$ cat src/rtl/sympwm_pkg.sv
package sympwm_pkg;

    localparam int CNT_W  = 16;
    localparam int PRE_W  = 10;
    localparam int N_CH   = 2;
    localparam int ADDR_W = 2;

    localparam logic [ADDR_W-1:0] A_CTRL = 2'd0;
    localparam logic [ADDR_W-1:0] A_TOP  = 2'd1;
    localparam logic [ADDR_W-1:0] A_CMP0 = 2'd2;

    typedef enum logic [1:0] {
        ST_HOLD = 2'd0,
        ST_RISE = 2'd1,
        ST_FALL = 2'd2
    } slope_e;

    typedef enum logic [2:0] {
        TS_FIX8  = 3'd0,
        TS_FIX9  = 3'd1,
        TS_FIX10 = 3'd2,
        TS_REG   = 3'd3,
        TS_CMPA  = 3'd4
    } top_src_e;

    typedef enum logic [1:0] {
        OM_OFF    = 2'd0,
        OM_TOGGLE = 2'd1,
        OM_NONINV = 2'd2,
        OM_INV    = 2'd3
    } out_mode_e;

    typedef struct packed {
        logic [2:0] clk_sel;
        out_mode_e  mode_b;
        out_mode_e  mode_a;
        top_src_e   top_src;
        logic       pfc;
    } ctrl_t;

    localparam int CTRL_W = $bits(ctrl_t);

    function automatic logic src_is_fixed(top_src_e s);
        return (s != TS_REG) && (s != TS_CMPA);
    endfunction

    function automatic logic [CNT_W-1:0] fixed_top(top_src_e s);
        case (s)
            TS_FIX9:  return CNT_W'(16'h01FF);
            TS_FIX10: return CNT_W'(16'h03FF);
            default:  return CNT_W'(16'h00FF);
        endcase
    endfunction

    function automatic logic [CNT_W-1:0] pick_top(top_src_e s,
                                                  logic [CNT_W-1:0] reg_v,
                                                  logic [CNT_W-1:0] cmpa_v);
        case (s)
            TS_REG:  return reg_v;
            TS_CMPA: return cmpa_v;
            default: return fixed_top(s);
        endcase
    endfunction

    function automatic logic [PRE_W-1:0] presc_mask(logic [2:0] sel);
        case (sel)
            3'd2:    return PRE_W'(7);
            3'd3:    return PRE_W'(63);
            3'd4:    return PRE_W'(255);
            3'd5:    return PRE_W'(1023);
            default: return '0;
        endcase
    endfunction

endpackage

$ cat src/rtl/sympwm_prescale.sv
module sympwm_prescale
    import sympwm_pkg::*;
(
    input  logic       clk,
    input  logic       rst_n,
    input  logic [2:0] sel,
    output logic       tick
);

    logic [PRE_W-1:0] div_q;
    logic [PRE_W-1:0] mask;
    logic             wrap;

    assign mask = presc_mask(sel);
    assign wrap = ((div_q & mask) == mask);

    always_ff @(posedge clk) begin
        if (!rst_n) begin
            div_q <= '0;
        end else if (sel == 3'd0) begin
            div_q <= '0;
        end else if (wrap) begin
            div_q <= '0;
        end else begin
            div_q <= div_q + PRE_W'(1);
        end
    end

    assign tick = (sel != 3'd0) && wrap;

endmodule

$ cat src/rtl/sympwm_regs.sv
module sympwm_regs
    import sympwm_pkg::*;
(
    input  logic                        clk,
    input  logic                        rst_n,
    input  logic                        wr_en,
    input  logic [ADDR_W-1:0]           wr_addr,
    input  logic [CNT_W-1:0]            wr_data,
    input  logic                        load,
    output ctrl_t                       ctrl,
    output logic [CNT_W-1:0]            top_cur,
    output logic [CNT_W-1:0]            top_use,
    output logic [N_CH-1:0][CNT_W-1:0]  cmp_use
);

    ctrl_t                      ctrl_q;
    logic [CNT_W-1:0]           top_buf;
    logic [CNT_W-1:0]           top_act;
    logic [N_CH-1:0][CNT_W-1:0] cmp_buf;
    logic [N_CH-1:0][CNT_W-1:0] cmp_act;
    logic                       stopped;
    logic [CNT_W-1:0]           wmask;

    assign stopped = (ctrl_q.clk_sel == 3'd0);
    assign wmask   = src_is_fixed(ctrl_q.top_src) ? fixed_top(ctrl_q.top_src) : '1;

    always_ff @(posedge clk) begin
        if (!rst_n) begin
            ctrl_q <= '0;
        end else if (wr_en && wr_addr == A_CTRL) begin
            ctrl_q <= ctrl_t'(wr_data[CTRL_W-1:0]);
        end
    end

    always_ff @(posedge clk) begin
        if (!rst_n) begin
            top_buf <= '0;
            top_act <= '0;
        end else begin
            if (load) begin
                top_act <= top_buf;
            end
            if (wr_en && wr_addr == A_TOP) begin
                top_buf <= wr_data;
                if (stopped) begin
                    top_act <= wr_data;
                end
            end
        end
    end

    for (genvar c = 0; c < N_CH; c++) begin : g_cmp
        localparam logic [ADDR_W-1:0] MY_ADDR = A_CMP0 + ADDR_W'(c);

        always_ff @(posedge clk) begin
            if (!rst_n) begin
                cmp_buf[c] <= '0;
                cmp_act[c] <= '0;
            end else begin
                if (load) begin
                    cmp_act[c] <= cmp_buf[c];
                end
                if (wr_en && wr_addr == MY_ADDR) begin
                    cmp_buf[c] <= wr_data & wmask;
                    if (stopped) begin
                        cmp_act[c] <= wr_data & wmask;
                    end
                end
            end
        end

        assign cmp_use[c] = load ? cmp_buf[c] : cmp_act[c];
    end

    assign ctrl    = ctrl_q;
    assign top_cur = pick_top(ctrl_q.top_src, top_act, cmp_act[0]);
    assign top_use = load ? pick_top(ctrl_q.top_src, top_buf, cmp_buf[0]) : top_cur;

endmodule

$ cat src/rtl/sympwm_counter.sv
module sympwm_counter
    import sympwm_pkg::*;
(
    input  logic             clk,
    input  logic             rst_n,
    input  logic             tick,
    input  logic             pfc,
    input  logic [CNT_W-1:0] top_cur,
    output logic [CNT_W-1:0] cnt_q,
    output logic [CNT_W-1:0] cnt_nxt,
    output logic             rise_nxt,
    output logic             top_evt,
    output logic             bot_evt,
    output logic             load
);

    slope_e           st_q;
    slope_e           st_d;
    logic [CNT_W-1:0] cnt_d;

    // state register
    always_ff @(posedge clk) begin
        if (!rst_n) begin
            st_q  <= ST_HOLD;
            cnt_q <= '0;
        end else begin
            st_q  <= st_d;
            cnt_q <= cnt_d;
        end
    end

    // transitions
    always_comb begin
        st_d  = st_q;
        cnt_d = cnt_q;
        if (tick) begin
            unique case (st_q)
                ST_HOLD: begin
                    st_d  = ST_RISE;
                    cnt_d = cnt_q + CNT_W'(1);
                end
                ST_RISE: begin
                    if (cnt_q >= top_cur) begin
                        st_d  = ST_FALL;
                        cnt_d = cnt_q - CNT_W'(1);
                    end else begin
                        cnt_d = cnt_q + CNT_W'(1);
                    end
                end
                ST_FALL: begin
                    if (cnt_q == '0) begin
                        st_d  = ST_RISE;
                        cnt_d = cnt_q + CNT_W'(1);
                    end else begin
                        cnt_d = cnt_q - CNT_W'(1);
                    end
                end
                default: begin
                    st_d  = ST_HOLD;
                    cnt_d = '0;
                end
            endcase
        end
    end

    // outputs
    always_comb begin
        top_evt  = tick && (st_q == ST_RISE) && (cnt_q >= top_cur);
        bot_evt  = tick && (st_q == ST_FALL) && (cnt_q == '0);
        load     = pfc ? bot_evt : top_evt;
        cnt_nxt  = cnt_d;
        rise_nxt = (st_d == ST_RISE);
    end

endmodule

$ cat src/rtl/sympwm_chan.sv
module sympwm_chan
    import sympwm_pkg::*;
#(
    parameter bit ALLOW_TOGGLE = 1'b0
) (
    input  logic             clk,
    input  logic             rst_n,
    input  logic             tick,
    input  out_mode_e        mode,
    input  logic             src_is_me,
    input  logic [CNT_W-1:0] cmp_use,
    input  logic [CNT_W-1:0] top_use,
    input  logic [CNT_W-1:0] cnt_nxt,
    input  logic             rise_nxt,
    input  logic             top_evt,
    output logic             pwm
);

    logic oc_q;
    logic toggle_en;
    logic pwm_en;
    logic inv;

    assign toggle_en = ALLOW_TOGGLE && (mode == OM_TOGGLE) && src_is_me;
    assign pwm_en    = (mode == OM_NONINV) || (mode == OM_INV);
    assign inv       = (mode == OM_INV);

    always_ff @(posedge clk) begin
        if (!rst_n) begin
            oc_q <= 1'b0;
        end else if (tick) begin
            if (toggle_en) begin
                if (top_evt) begin
                    oc_q <= ~oc_q;
                end
            end else if (pwm_en) begin
                if (cmp_use == '0) begin
                    oc_q <= inv;
                end else if (cmp_use == top_use) begin
                    oc_q <= ~inv;
                end else if (cnt_nxt == cmp_use) begin
                    oc_q <= rise_nxt ? inv : ~inv;
                end
            end
        end
    end

    assign pwm = (pwm_en || toggle_en) ? oc_q : 1'b0;

endmodule

$ cat src/rtl/sympwm_timer.sv
module sympwm_timer
    import sympwm_pkg::*;
(
    input  logic              clk,
    input  logic              rst_n,
    input  logic              wr_en,
    input  logic [ADDR_W-1:0] wr_addr,
    input  logic [CNT_W-1:0]  wr_data,
    output logic              pwm_a,
    output logic              pwm_b,
    output logic              top_evt,
    output logic              bot_evt
);

    ctrl_t                      ctrl_q;
    logic                       tick;
    logic                       load;
    logic [CNT_W-1:0]           top_cur;
    logic [CNT_W-1:0]           top_use;
    logic [N_CH-1:0][CNT_W-1:0] cmp_use;
    logic [CNT_W-1:0]           cnt_q;
    logic [CNT_W-1:0]           cnt_nxt;
    logic                       rise_nxt;
    logic [N_CH-1:0]            pwm_v;
    out_mode_e                  mode_v [N_CH];

    sympwm_prescale u_pre (
        .clk   (clk),
        .rst_n (rst_n),
        .sel   (ctrl_q.clk_sel),
        .tick  (tick)
    );

    sympwm_regs u_regs (
        .clk     (clk),
        .rst_n   (rst_n),
        .wr_en   (wr_en),
        .wr_addr (wr_addr),
        .wr_data (wr_data),
        .load    (load),
        .ctrl    (ctrl_q),
        .top_cur (top_cur),
        .top_use (top_use),
        .cmp_use (cmp_use)
    );

    sympwm_counter u_cnt (
        .clk      (clk),
        .rst_n    (rst_n),
        .tick     (tick),
        .pfc      (ctrl_q.pfc),
        .top_cur  (top_cur),
        .cnt_q    (cnt_q),
        .cnt_nxt  (cnt_nxt),
        .rise_nxt (rise_nxt),
        .top_evt  (top_evt),
        .bot_evt  (bot_evt),
        .load     (load)
    );

    assign mode_v[0] = ctrl_q.mode_a;
    assign mode_v[1] = ctrl_q.mode_b;

    for (genvar c = 0; c < N_CH; c++) begin : g_ch
        sympwm_chan #(
            .ALLOW_TOGGLE (c == 0)
        ) u_ch (
            .clk       (clk),
            .rst_n     (rst_n),
            .tick      (tick),
            .mode      (mode_v[c]),
            .src_is_me (ctrl_q.top_src == TS_CMPA),
            .cmp_use   (cmp_use[c]),
            .top_use   (top_use),
            .cnt_nxt   (cnt_nxt),
            .rise_nxt  (rise_nxt),
            .top_evt   (top_evt),
            .pwm       (pwm_v[c])
        );
    end

    assign pwm_a = pwm_v[0];
    assign pwm_b = pwm_v[1];

endmodule

$ cat config.mk
export PLATFORM = sky130hd
export DESIGN_NAME = sympwm_timer
export DESIGN_NICKNAME = d
export VERILOG_FILES = /design/src/rtl/sympwm_pkg.sv /design/src/rtl/sympwm_prescale.sv /design/src/rtl/sympwm_regs.sv /design/src/rtl/sympwm_counter.sv /design/src/rtl/sympwm_chan.sv /design/src/rtl/sympwm_timer.sv
export SDC_FILE = /design/constraint.sdc
export NUM_CORES = 1
export LEC_CHECK = 0
export ABC_AREA = 1
export CAP_MARGIN = 20
export CORE_MARGIN = 4
export CORE_UTILIZATION = 63
export DETAILED_ROUTE_END_ITERATION = 7
export GPL_TIMING_DRIVEN = 0
export PLACE_DENSITY = 0.81
export SYNTH_ARGS = -nofsm -noshare
export SYNTH_HDL_FRONTEND = slang
export SYNTH_HIERARCHICAL = 1
export SYNTH_SLANG_ARGS = --single-unit
$ cat constraint.sdc
create_clock -name clk -period 5 [get_ports clk]
set_input_delay 1 -clock clk [delete_from_list [all_inputs] [get_ports clk]]
set_output_delay 1 -clock clk [all_outputs]
set_load 0.02 [all_outputs]
# Word-level counts from Yosys, hierarchy flattened
# Cells that the tools add are included.
[totals] register_bits=137 in_bits=21
[classes] n_addsub=3 n_lt_le_gt_ge=1 eq_ne=27 muxes=37 bitwise=6 reduce_logical=27
[ops] operator="two-way mux 16 bit" count=14
[ops] operator="equality test 16 bit" count=4
[ops] operator="one-hot mux 16 bit (2 select lines)" count=2
[ops] operator="logical NOT 16 bit" count=3
[ops] operator="one-hot mux 16 bit (3 select lines)" count=1
[ops] operator="one-hot mux 10 bit (4 select lines)" count=1
[ops] operator="one-hot mux 10 bit (2 select lines)" count=1
[ops] operator="adder 16 x 1 -> 16 bit, second input constant" count=1
[ops] operator="AND 16 bit" count=1
[ops] operator="greater-or-equal comparator 16 bit" count=1
[ops] operator="subtractor 16 x 1 -> 16 bit, second input constant" count=1
[ops] operator="equality test 2 bit, second input constant" count=7
[ops] operator="two-way mux 1 bit" count=14
[ops] operator="equality test 3 x 2 -> 1 bit, second input constant" count=4
[ops] operator="logical AND 1 bit" count=11
[ops] operator="adder 10 x 1 -> 10 bit, second input constant" count=1
[ops] operator="AND 10 bit" count=1
[ops] operator="equality test 10 bit" count=1
[ops] operator="equality test 3 bit, second input constant" count=3
[ops] operator="equality test 2 x 1 -> 1 bit, second input constant" count=4
[ops] operator="two-way mux 2 bit" count=3
[ops] operator="one-hot mux 2 bit (3 select lines)" count=1
[ops] operator="nonzero test 3 bit" count=2
[ops] operator="logical NOT 2 bit" count=2
[ops] operator="12 further kinds" count=17

# Depth between registers and ports, before layout
# Gate-level depths: netlist of run 1.
[depth] word_depth=15 depth_mapped=36

# Modules after synthesis
# Netlist of run 1, hierarchy kept.
[by_module_without_submodules] mod="sympwm_regs" n_inst=1 cells_per_inst=813 area_per_inst_um2=5148.7 seq_area_each_um2=2142.1
[by_module_without_submodules] mod="sympwm_counter" n_inst=1 cells_per_inst=356 area_per_inst_um2=2135.8 seq_area_each_um2=360.3
[by_module_without_submodules] mod="sympwm_chan (g_ch[0].u_ch)" n_inst=1 cells_per_inst=176 area_per_inst_um2=757.0 seq_area_each_um2=20.0
[by_module_without_submodules] mod="sympwm_chan (g_ch[1].u_ch)" n_inst=1 cells_per_inst=156 area_per_inst_um2=686.9 seq_area_each_um2=20.0
[by_module_without_submodules] mod="sympwm_prescale" n_inst=1 cells_per_inst=79 area_per_inst_um2=561.8 seq_area_each_um2=200.2
[by_module_without_submodules] mod="sympwm_timer" n_inst=1 cells_per_inst=3 area_per_inst_um2=13.8 seq_area_each_um2=0.0

# Worst setup path after synthesis of run 1
# OpenSTA, ideal clock, no wires.
[synth_path] path_type="register to register" from="register, netlist name u_regs/ctrl[9]" to="register g_ch[0].u_ch.oc_q" arrival_ps=3915 path_slack_ps=973 stages_incl_launch_ff=31 period_less_slack_ps=4027 path_cell_list="dfxtp_1 inv_1 ha_1 inv_1 nor2_1 nor2_1 nand3_2 nor2_1 clkbuf_8 inv_1 nor4_1 nand2_1 o31ai_1 buf_2 buf_1 buf_2 a21oi_1 nand2_1 inv_1 nand2_1 nand2_1 nor2_1 nand2_1 nor2_2 nand2_1 nand2_1 nand2_1 nand2_1 nand2_1 nor2_1 nor2_1"
[synth_via] elab_chain_cells=14 elab_cells_between_ends=31 cone_classes="eq/ne (9); mux (12); bitwise (1); reduce/logical (9)"
[synth_rtl] item="equality test 3 bit / equality test 3 x 2 -> 1 bit (equally long branches)" line="sympwm_pkg.sv:66" text="case (sel)"
[synth_rtl] item="one-hot mux 10 bit (4 select lines)" line="sympwm_pkg.sv:66"
[synth_rtl] item="AND 10 bit" line="sympwm_prescale.sv:15" text="assign wrap = ((div_q & mask) == mask);"
[synth_rtl] item="equality test 10 bit" line="sympwm_prescale.sv:15"
[synth_rtl] item="logical AND 1 bit *" line="sympwm_prescale.sv:29" text="assign tick = (sel != 3'd0) && wrap;"
[synth_rtl] item="named net tick" line="sympwm_timer.sv:16" text="logic tick;"
[synth_rtl] item="logical AND 1 bit * (2 in series)" line="sympwm_counter.sv:69" text="bot_evt = tick && (st_q == ST_FALL) && (cnt_q == '0);"
[synth_rtl] item="named net bot_evt" line="sympwm_timer.sv:12" text="output logic bot_evt"
[synth_rtl] item="two-way mux 1 bit *" line="sympwm_counter.sv:70" text="load = pfc ? bot_evt : top_evt;"
[synth_rtl] item="named net load" line="sympwm_timer.sv:17" text="logic load;"
[synth_rtl] item="two-way mux 16 bit *" line="sympwm_regs.sv:77" text="assign top_use = load ? pick_top(ctrl_q.top_src, top_buf, cmp_buf[0]) : top_cur;"
[synth_rtl] item="named net top_use[9]" line="sympwm_timer.sv:19" text="logic [CNT_W-1:0] top_use;"
[synth_rtl] item="equality test 16 bit *" line="sympwm_chan.sv:39" text="end else if (cmp_use == top_use) begin"
[synth_rtl] item="two-way mux 1 bit" line="sympwm_chan.sv:39"
[synth_rtl] item="two-way mux 1 bit" line="sympwm_chan.sv:37" text="if (cmp_use == '0) begin"
[synth_rtl] item="two-way mux 1 bit" line="sympwm_chan.sv:36" text="end else if (pwm_en) begin"
[synth_rtl] item="two-way mux 1 bit" line="sympwm_chan.sv:32" text="if (toggle_en) begin"
[synth_rtl] item="end signal: assignment" line="sympwm_chan.sv:34" text="oc_q <= ~oc_q;"
[synth_rtl] item="end signal: assignment" line="sympwm_chan.sv:38" text="oc_q <= inv;"
[synth_rtl] item="end signal: assignment" line="sympwm_chan.sv:40" text="oc_q <= ~inv;"
[synth_rtl] item="end: declaration" line="sympwm_chan.sv:19" text="logic oc_q;"
# Mark *: on every way through the listed nets, which the timed path passes. The rest lies on a longest branch. The select of a mux whose other input is x is not followed.
# A chain may end at the register's enable or synchronous reset.

# Worst setup path after layout of run 1
[layout_path] from="register, netlist name u_regs/ctrl[2]" to="output port top_evt"
[layout_via] elab_cells_between_ends=8 cone_classes="order compare (1); eq/ne (4); mux (2); reduce/logical (1)"
[layout_lines] item="equality test 3 bit / equality test 3 x 2 -> 1 bit (equally long branches)"
[layout_lines] item="one-hot mux 16 bit (2 select lines) *" line="sympwm_pkg.sv:58" text="case (s)"
[layout_lines] item="named net top_cur[15]" line="sympwm_timer.sv:18" text="logic [CNT_W-1:0] top_cur;"
[layout_lines] item="greater-or-equal comparator 16 bit *" line="sympwm_counter.sv:68" text="top_evt = tick && (st_q == ST_RISE) && (cnt_q >= top_cur);"
[layout_lines] item="logical AND 1 bit *" line="sympwm_counter.sv:68"
[layout_lines] item="end: declaration" line="sympwm_timer.sv:11" text="output logic top_evt,"
# Mark *: on every way through the listed nets, which the timed path passes. The rest lies on a longest branch.

==> results of run 1 <==
[power groups by stage]
stage / registers, uW / clock network (uW) / logic [uW]
after global routing: 1170 / 1400 / 523
final: 1160 / 1340 / 470
after CTS: 1160 / 1350 / 458
after floorplan: 1180 / 0 / 321
after detailed placement: 1180 / 0 / 454
after global placement: 1180 / 0 / 445
[logic make-up after synthesis]
group	Yosys count	share of synthesized area
buf+inv	269	0.116
simple gates	904	0.401
compound gates	199	0.110
xor+xnor	54	0.0508
flops	137	0.295
fa+ha+maj	20	0.0269
[metal layers]
| layer | wire [um] | part of all wire | vias up |
|---|---|---|---|
| met4 | 1410 | 0.051 | 0 |
| met2 | 12700 | 0.46 | 442 |
| met3 | 2310 | 0.083 | 101 |
| met1 | 11400 | 0.41 | 4418 |
| li1 | - | - | 4966 |
| met5 | 0 | 0 | - |
[cell usage in the layout (no fill, tap or decap), types with 11 or more instances in the layout]
master           synthesis  layout
xor2_1                  49      49
inv_2                   24      24
inv_1                  187     187
nand4_1                 12      12
a21oi_1                 93      92
nand3_2                  9      11
clkbuf_1                21      18
nor2_1                 191     190
ha_1                    20      20
nand2_2                 12      15
o21ai_0                 94      82
nand3_1                 68      66
buf_2                   24      19
nand2_1                580     577
dfxtp_1                137     134
clkdlybuf4s50_1          0      24
clkbuf_16                0      17
[sequential cells by signal (all words and copies together), names as in the netlist]
| signal | count |
|---|---|
| g_ch.u_ch/oc_q | 2 |
| u_cnt/cnt_q | 16 |
| u_cnt/st_q | 2 |
| u_pre/div_q | 10 |
| u_regs/cmp_act | 32 |
| u_regs/cmp_buf | 32 |
| u_regs/ctrl | 11 |
| u_regs/top_act | 16 |
| u_regs/top_buf | 16 |
[per-stage QoR]
| step | cell area (um2) | total power [uW] | std cells | worst slack [ns] |
|---|---|---|---|---|
| 2_1_floorplan | 9300 | 1500 | 1583 | 0.973 |
| 3_3_place_gp | 9770 | 1630 | 1791 | -0.296 |
| 3_5_place_dp | 9770 | 1640 | 1791 | -0.376 |
| 4_1_cts | 10400 | 2970 | 1822 | 0.00751 |
| 5_1_grt | 10500 | 3090 | 1822 | 0.0158 |
| 6_report | 10500 | 2980 | 1822 | 0.229 |
[path summary, 6_finish.rpt]
| check | endpoint | slack (ns) | cells after the start |
|---|---|---|---|
| worst max-delay path | top_evt | 0.23 | 14 |
| worst min-delay path | u_regs/cmp_buf[21] | 0.46 | 2 |
| worst max register to register | g_ch[0].u_ch/oc_q | 0.24 | 26 |
| worst min register to register | u_regs/cmp_buf[21] | 0.46 | 2 |
[cells in the mapped netlist]
cell type / n
dfxtp_1: 137
nand2_1: 580
clkbuf_1: 21
clkinv_1: 2
o21ai_1: 1
xor2_1: 49
nand4_1: 12
nand3_1: 68
ha_1: 20
o31ai_1: 1
o21a_1: 6
a21o_2: 1
nor3_4: 1
nor2_1: 191
xnor2_1: 5
and2_1: 2
nor4_1: 3
nand3_2: 9
buf_1: 4
nor3_1: 7
buf_4: 3
inv_2: 24
nor2_2: 10
o21ai_0: 94
a21oi_2: 1
o211ai_1: 2
nand2_2: 12
nand2_4: 2
inv_1: 187
nor2_4: 3
a21oi_1: 93
buf_2: 24
clkbuf_8: 1
nor3_2: 1
buf_6: 3
nand3_4: 2
nand3b_1: 1
[timing repair]
| action | CTS | global route |
|---|---|---|
| pin swaps | 0 | 0 |
| gates resized for setup | 15 | 35 |
| endpoints found under the setup margin | 2 | 3 |
| endpoints found under the hold margin | 0 | 0 |
[layout make-up]
class | count | area share
Buffer | 55 | 0.0300
Clock buffer | 17 | 0.0405
Clock inverter | 15 | 0.0188
Inverter | 213 | 0.0762
Multi-Input combinational cell | 1177 | 0.528
Sequential cell | 137 | 0.262
Tap cell | 184 | 0.0219
Timing Repair Buffer | 24 | 0.0229
[worst max-delay path, cell delays in order (launching register included)]
cell	delay, ns
dfxtp_2	0.41
nand2_1	0.15
nor2_4	0.18
buf_4	0.20
nand2_1	0.11
nand2_1	0.16
inv_1	0.06
ha_1	0.30
nand2_1	0.08
nor3_1	0.35
nand2_1	0.21
nand2_2	0.15
nand2_2	0.11
nor2_1	0.21
clkdlybuf4s50_1	0.65
==> impl_results.md, run 1 <==
* Worst vdd rail ir drop at 0.272 mV
* Core box area at 0.0145 mm2
* Routing usage on met1 at 0.421
* Ratio of cells with drive above 1 in the final layout at 0.0916
* Status: complete, no violations
* Routed wire length at 27.8 mm
* Avg Cell Area, Syn at 5.88 um2
* Starting Density at 0.643
* Req. time, crit path at 4.00 ns
* Via count at 9927
* Ys Warns at 6
* Area used by multi-input combinational logic at 0.00554 mm2
* Gpl congestion at 0.990
* Worst EP arrival at 3.77 ns
* Register Area at 0.00275 mm2
* HP Class: reg -> reg
* Num CTS Buffers at 17
* Mapped Cells at 1583
* Clock tree buffer depth at 2
* Final #Nets at 1666
* Unrepaired setup endpoints after global routing: false
* Kind of critical path: reg -> out
* Sequential share of the synthesized area at 0.295
* Comb power frac at 0.158
* Busiest layer in global routing: met2
* Worst Skew at 0.0147 ns
* Clock tree from TritonCTS: done
* Final period utilization at 0.954
* Met2 GRT Util at 0.555
* Tightest Pin Transition at 0.652 ns
* Pin count of the biggest net entering global routing at 20
* Cell variety after synth at 37
* Worst skew pair latency at 0.43 ns
* Crit path capture type: primary output
* Clk pin slew, worst setup/hold paths at 0.07 ns
* H-tree depth at 4
* M3 GR Usage at 0.0717
* Crit-path max FO at 10
* Antenna diode instance count at 0
* Die height at 130 um
* P_int at 2050 uW
* Initial antenna violation count at 0
* PwrDens at 284 mW/mm2
* FF-to-FF Start: u_regs/ctrl[2]
* Min Tclk post-route at 4.77 ns
* First-pass GRT wire length at 44.9 mm
* Die W at 130 um
* Hold buffer count at cts at 0
* Grt ovf at 0
* Hold Worst Slack at 0.461 ns
* Yosys top cell by area: dfxtp_1
* Flops & latches, synth at 137
* Critical Path Source: u_regs/ctrl[2]
* Syn_nets at 1624
* Clk sinks at 137
* DRC violations left at 0
* Final Max Slew Viols at 0
* Relative slew slack at 0.565
* Sequential share of power at 0.390
* Average wire per standard cell at 15.3 um
* ANT nets after route at 0
* Clock power frac at 0.452
* Root buffer cell: clkbuf_16
* Fillers at 1329
* Setup_tns at 0 ns
* P_sw at 923 uW
* Row count at 44
* Max Cap Viol at 0
* Port bufs at 24
* Vias per std cell at 5.45
* Half-perimeter wire length after placement at 21.3 mm
* Sw Share at 0.310
* Vias in the first global route at 9237
* Fin. Hold Viols at 0
* Area Growth Syn to Fin at 12.8%
* FMAX at 0.210 GHz
* Synth top area share at 0.295
* Startpoint Class: flop
* Starting DRC count in detailed routing at 1080
* # IOs at 25
* Hold path start: u_regs/cmp_buf[21]
* Die area at 0.0168 mm2
* Area contributors post-synth: dfxtp_1, nand2_1, nor2_1, inv_1, o21ai_0
* Utilization after layout at 0.725
* # setup viols final at 0
* Leakage at 0.00537 uW
* Detailed-router iteration count before antenna repair at 5
* GRT Resource Usage Total at 0.338
* Cell area after synthesis at 0.00930 mm2
* Setup Fix Bufs, Post-CTS at 0
(Power assumes the default switching activity.)
==> run 2: changes to the inputs <==
- clock period: 5 -> 4.55 ns (I/O delays scaled with it)
==> run 2 against run 1 <==
Compared with the run above:
- flip-flop and latch count unchanged
- core utilization grew 1.9 points
- sequential power grew 10%
- clock-buffer cell count unchanged
- total power up 11%
- non-clock buffer count up 10
- wire length increased by 2.1%
- sequential share of layout area down 0.59 points
- via count rose by 1.6%
- critical path depth grew 14
- final cell count rose by 0.55%
==> impl_results.md, run 2 (synthesis results as in run 1) <==
* Status: complete, no violations
* Max Cap Viol at 0 (unchanged)
* Crit-path max FO at 10 (unchanged)
* Fin. Hold Viols at 0 (unchanged)
* Die area at 0.0168 mm2 (unchanged)
* Num CTS Buffers at 17 (unchanged)
* Clock tree from TritonCTS: done
* Vias per std cell at 5.50 (+1.0%)
* Detailed-router iteration count before antenna repair at 7 (+2)
* CP max stage cell: o21ai_1
* Dpl ws at -0.826 ns (-0.450 ns)
* Average wire per standard cell at 15.5 um (+1.5%)
* Routed wire length at 28.4 mm (+2.1%)
* Starting Density at 0.643 (unchanged)
* Worst vdd rail ir drop at 0.300 mV (+10%)
* First-pass GRT wire length at 45.2 mm (+0.78%)
* Ratio of cells with drive above 1 in the final layout at 0.117 (+0.0249)
* PwrDens at 306 mW/mm2 (+7.7%)
* Half-perimeter wire length after placement at 21.3 mm (unchanged)
* Total power draw at 3290 uW (+11%)
* Pin count of the biggest net entering global routing at 20 (unchanged)
* Gpl congestion at 0.990 (unchanged)
* Fillers at 1282 (-3.5%)
* Most frequent cells in the layout: nand2_1, inv_1, nor2_1
* Die height at 130 um (unchanged)
* HP Class: reg -> reg
* Vias in the first global route at 9258 (+0.23%)
* Core box area at 0.0145 mm2 (unchanged)
* Relative slew slack at 0.568 (+0.00308)
* H-tree depth at 4 (unchanged)
* Port bufs at 24 (unchanged)
* ANT nets after route at 0 (unchanged)
* Initial antenna violation count at 0 (unchanged)
* Largest registers: u_regs/cmp_act: 32 flops, u_regs/cmp_buf: 32 flops
* Startpoint Class: flop
* Req. time, crit path at 4.88 ns (+0.88 ns)
* DRC violations left at 0 (unchanged)
* Placed inst area at 0.00977 mm2 (unchanged)
* Die W at 130 um (unchanged)
* Worst skew pair latency at 0.43 ns (about the same)
* Crit path capture type: flop
* Final #Nets at 1676 (+0.60%)
* Worst Skew at 0.0136 ns (-0.00107 ns)
* FMAX at 0.229 GHz
* # setup viols final at 0 (unchanged)
* Clk sinks at 137 (unchanged)
* CP dominant cell by count: nand2_1
* Clk pin slew, worst setup/hold paths at 0.07 ns (about the same)
* Finished Cell Area at 0.0108 mm2 (+2.6%)
* Area Growth Syn to Fin at 15.7%
* Setup ws final at 0.189 ns (-0.0397 ns)
* Kind of critical path: reg -> reg
* Commonest non-fill, non-tap cell in the layout: nand2_1
* Final period utilization at 0.958
* Leakage at 0.00547 uW (+1.9%)
* Clock tree buffer depth at 2 (unchanged)
* Delay of the slowest cell on the worst path at 0.41 ns (-0.24 ns)
* Row count at 44 (unchanged)
* GRT Resource Usage Total at 0.341 (+0.00293)
* Antenna diode instance count at 0 (unchanged)
* Worst EP arrival at 4.69 ns (+0.92 ns)
* Final Max Slew Viols at 0 (unchanged)
* Hold Worst Slack at 0.462 ns (+0.00127 ns)
* Starting DRC count in detailed routing at 1141 (+5.6%)
* Via count at 10085 (+1.6%)
* # IOs at 25 (unchanged)
* Min Tclk post-route at 4.36 ns
* Grt ovf at 0 (unchanged)
* Root buffer cell: clkbuf_16
* Tightest Pin Transition at 0.648 ns (-0.00462 ns)
[run 2: cell types whose count changed in the layout (fill, tap and decap cells not counted), moves of 4 or more]
cell and change:
buf_2 -4, buf_4 +14, buf_6 +4, nand2_1 -5
nand3_1 -8, nand3_2 +7, nor2_1 -7, nor2_2 +7
o21ai_0 -10, o21ai_1 +5
[run 2: report_power, final]
group	internal [uW]	switching [uW]
clock	842	634
sequential	1250	31.4
combinational	179	359
total	2270	1020
[run 2: path summary, 6_finish.rpt]
path / depth (start not counted) / slack (ns) / end / startpoint
max reg2reg: 28 / 0.19 / g_ch[1].u_ch/oc_q / u_regs/ctrl[2]
max: 28 / 0.19 / g_ch[1].u_ch/oc_q / u_regs/ctrl[2]
min: 2 / 0.46 / u_regs/cmp_buf[21] / u_regs/cmp_buf[21]
min reg2reg: 2 / 0.46 / u_regs/cmp_buf[21] / u_regs/cmp_buf[21]
[run 2: metrics by stage]
step                      utilization  instances  TNS (ns)
after floorplan                     -       1583         0
after global placement          0.675       1791     -1.44
final                           0.744       1832         0
after global routing            0.744       1832   -0.0275
after CTS                       0.728       1828         0
after detailed placement        0.675       1791     -1.60
[run 2: what timing repair did]
action	in CTS	in global routing
buffers inserted	5	4
pin swaps	1	7
gates cloned	1	0
gates resized for setup	45	76
hold buffers	0	0
setup endpoints to repair	3	3
[run 2: final cells by class]
| cell class | count | area [um2] | area share |
|---|---|---|---|
| tap | 184 | 230 | 0.0214 |
| buffer | 55 | 357 | 0.0331 |
| sequential | 137 | 2750 | 0.256 |
| clock buffer | 17 | 425 | 0.0395 |
| clock inverter | 15 | 198 | 0.0184 |
| timing repair buffer | 34 | 313 | 0.0291 |
| inverter | 213 | 800 | 0.0743 |
| multi-input combinational | 1177 | 5690 | 0.528 |
[run 2: metal layers]
layer / vias to the layer above / wire length [um] / GRT usage
li1: 4989 / - / -
met2: 482 / 13000 / 0.563
met1: 4514 / 11600 / 0.424
met4: 0 / 1420 / 0.171
met3: 100 / 2430 / 0.0688
met5: - / 0 / 0
[run 2: worst max-delay path, delay by kind of cell, from the launching register on]
| kind | cells | cell delay (ns) |
|---|---|---|
| compound gates | 3 | 0.81 |
| fa+ha+maj | 1 | 0.29 |
| buf+inv | 6 | 0.74 |
| flops | 1 | 0.40 |
| simple gates | 18 | 1.99 |
==> run 3: changes to the inputs <==
- SLEW_MARGIN: default -> 20
==> results of run 3 <==
No change in the layout: final DEF, timing and power equal those of run 2.
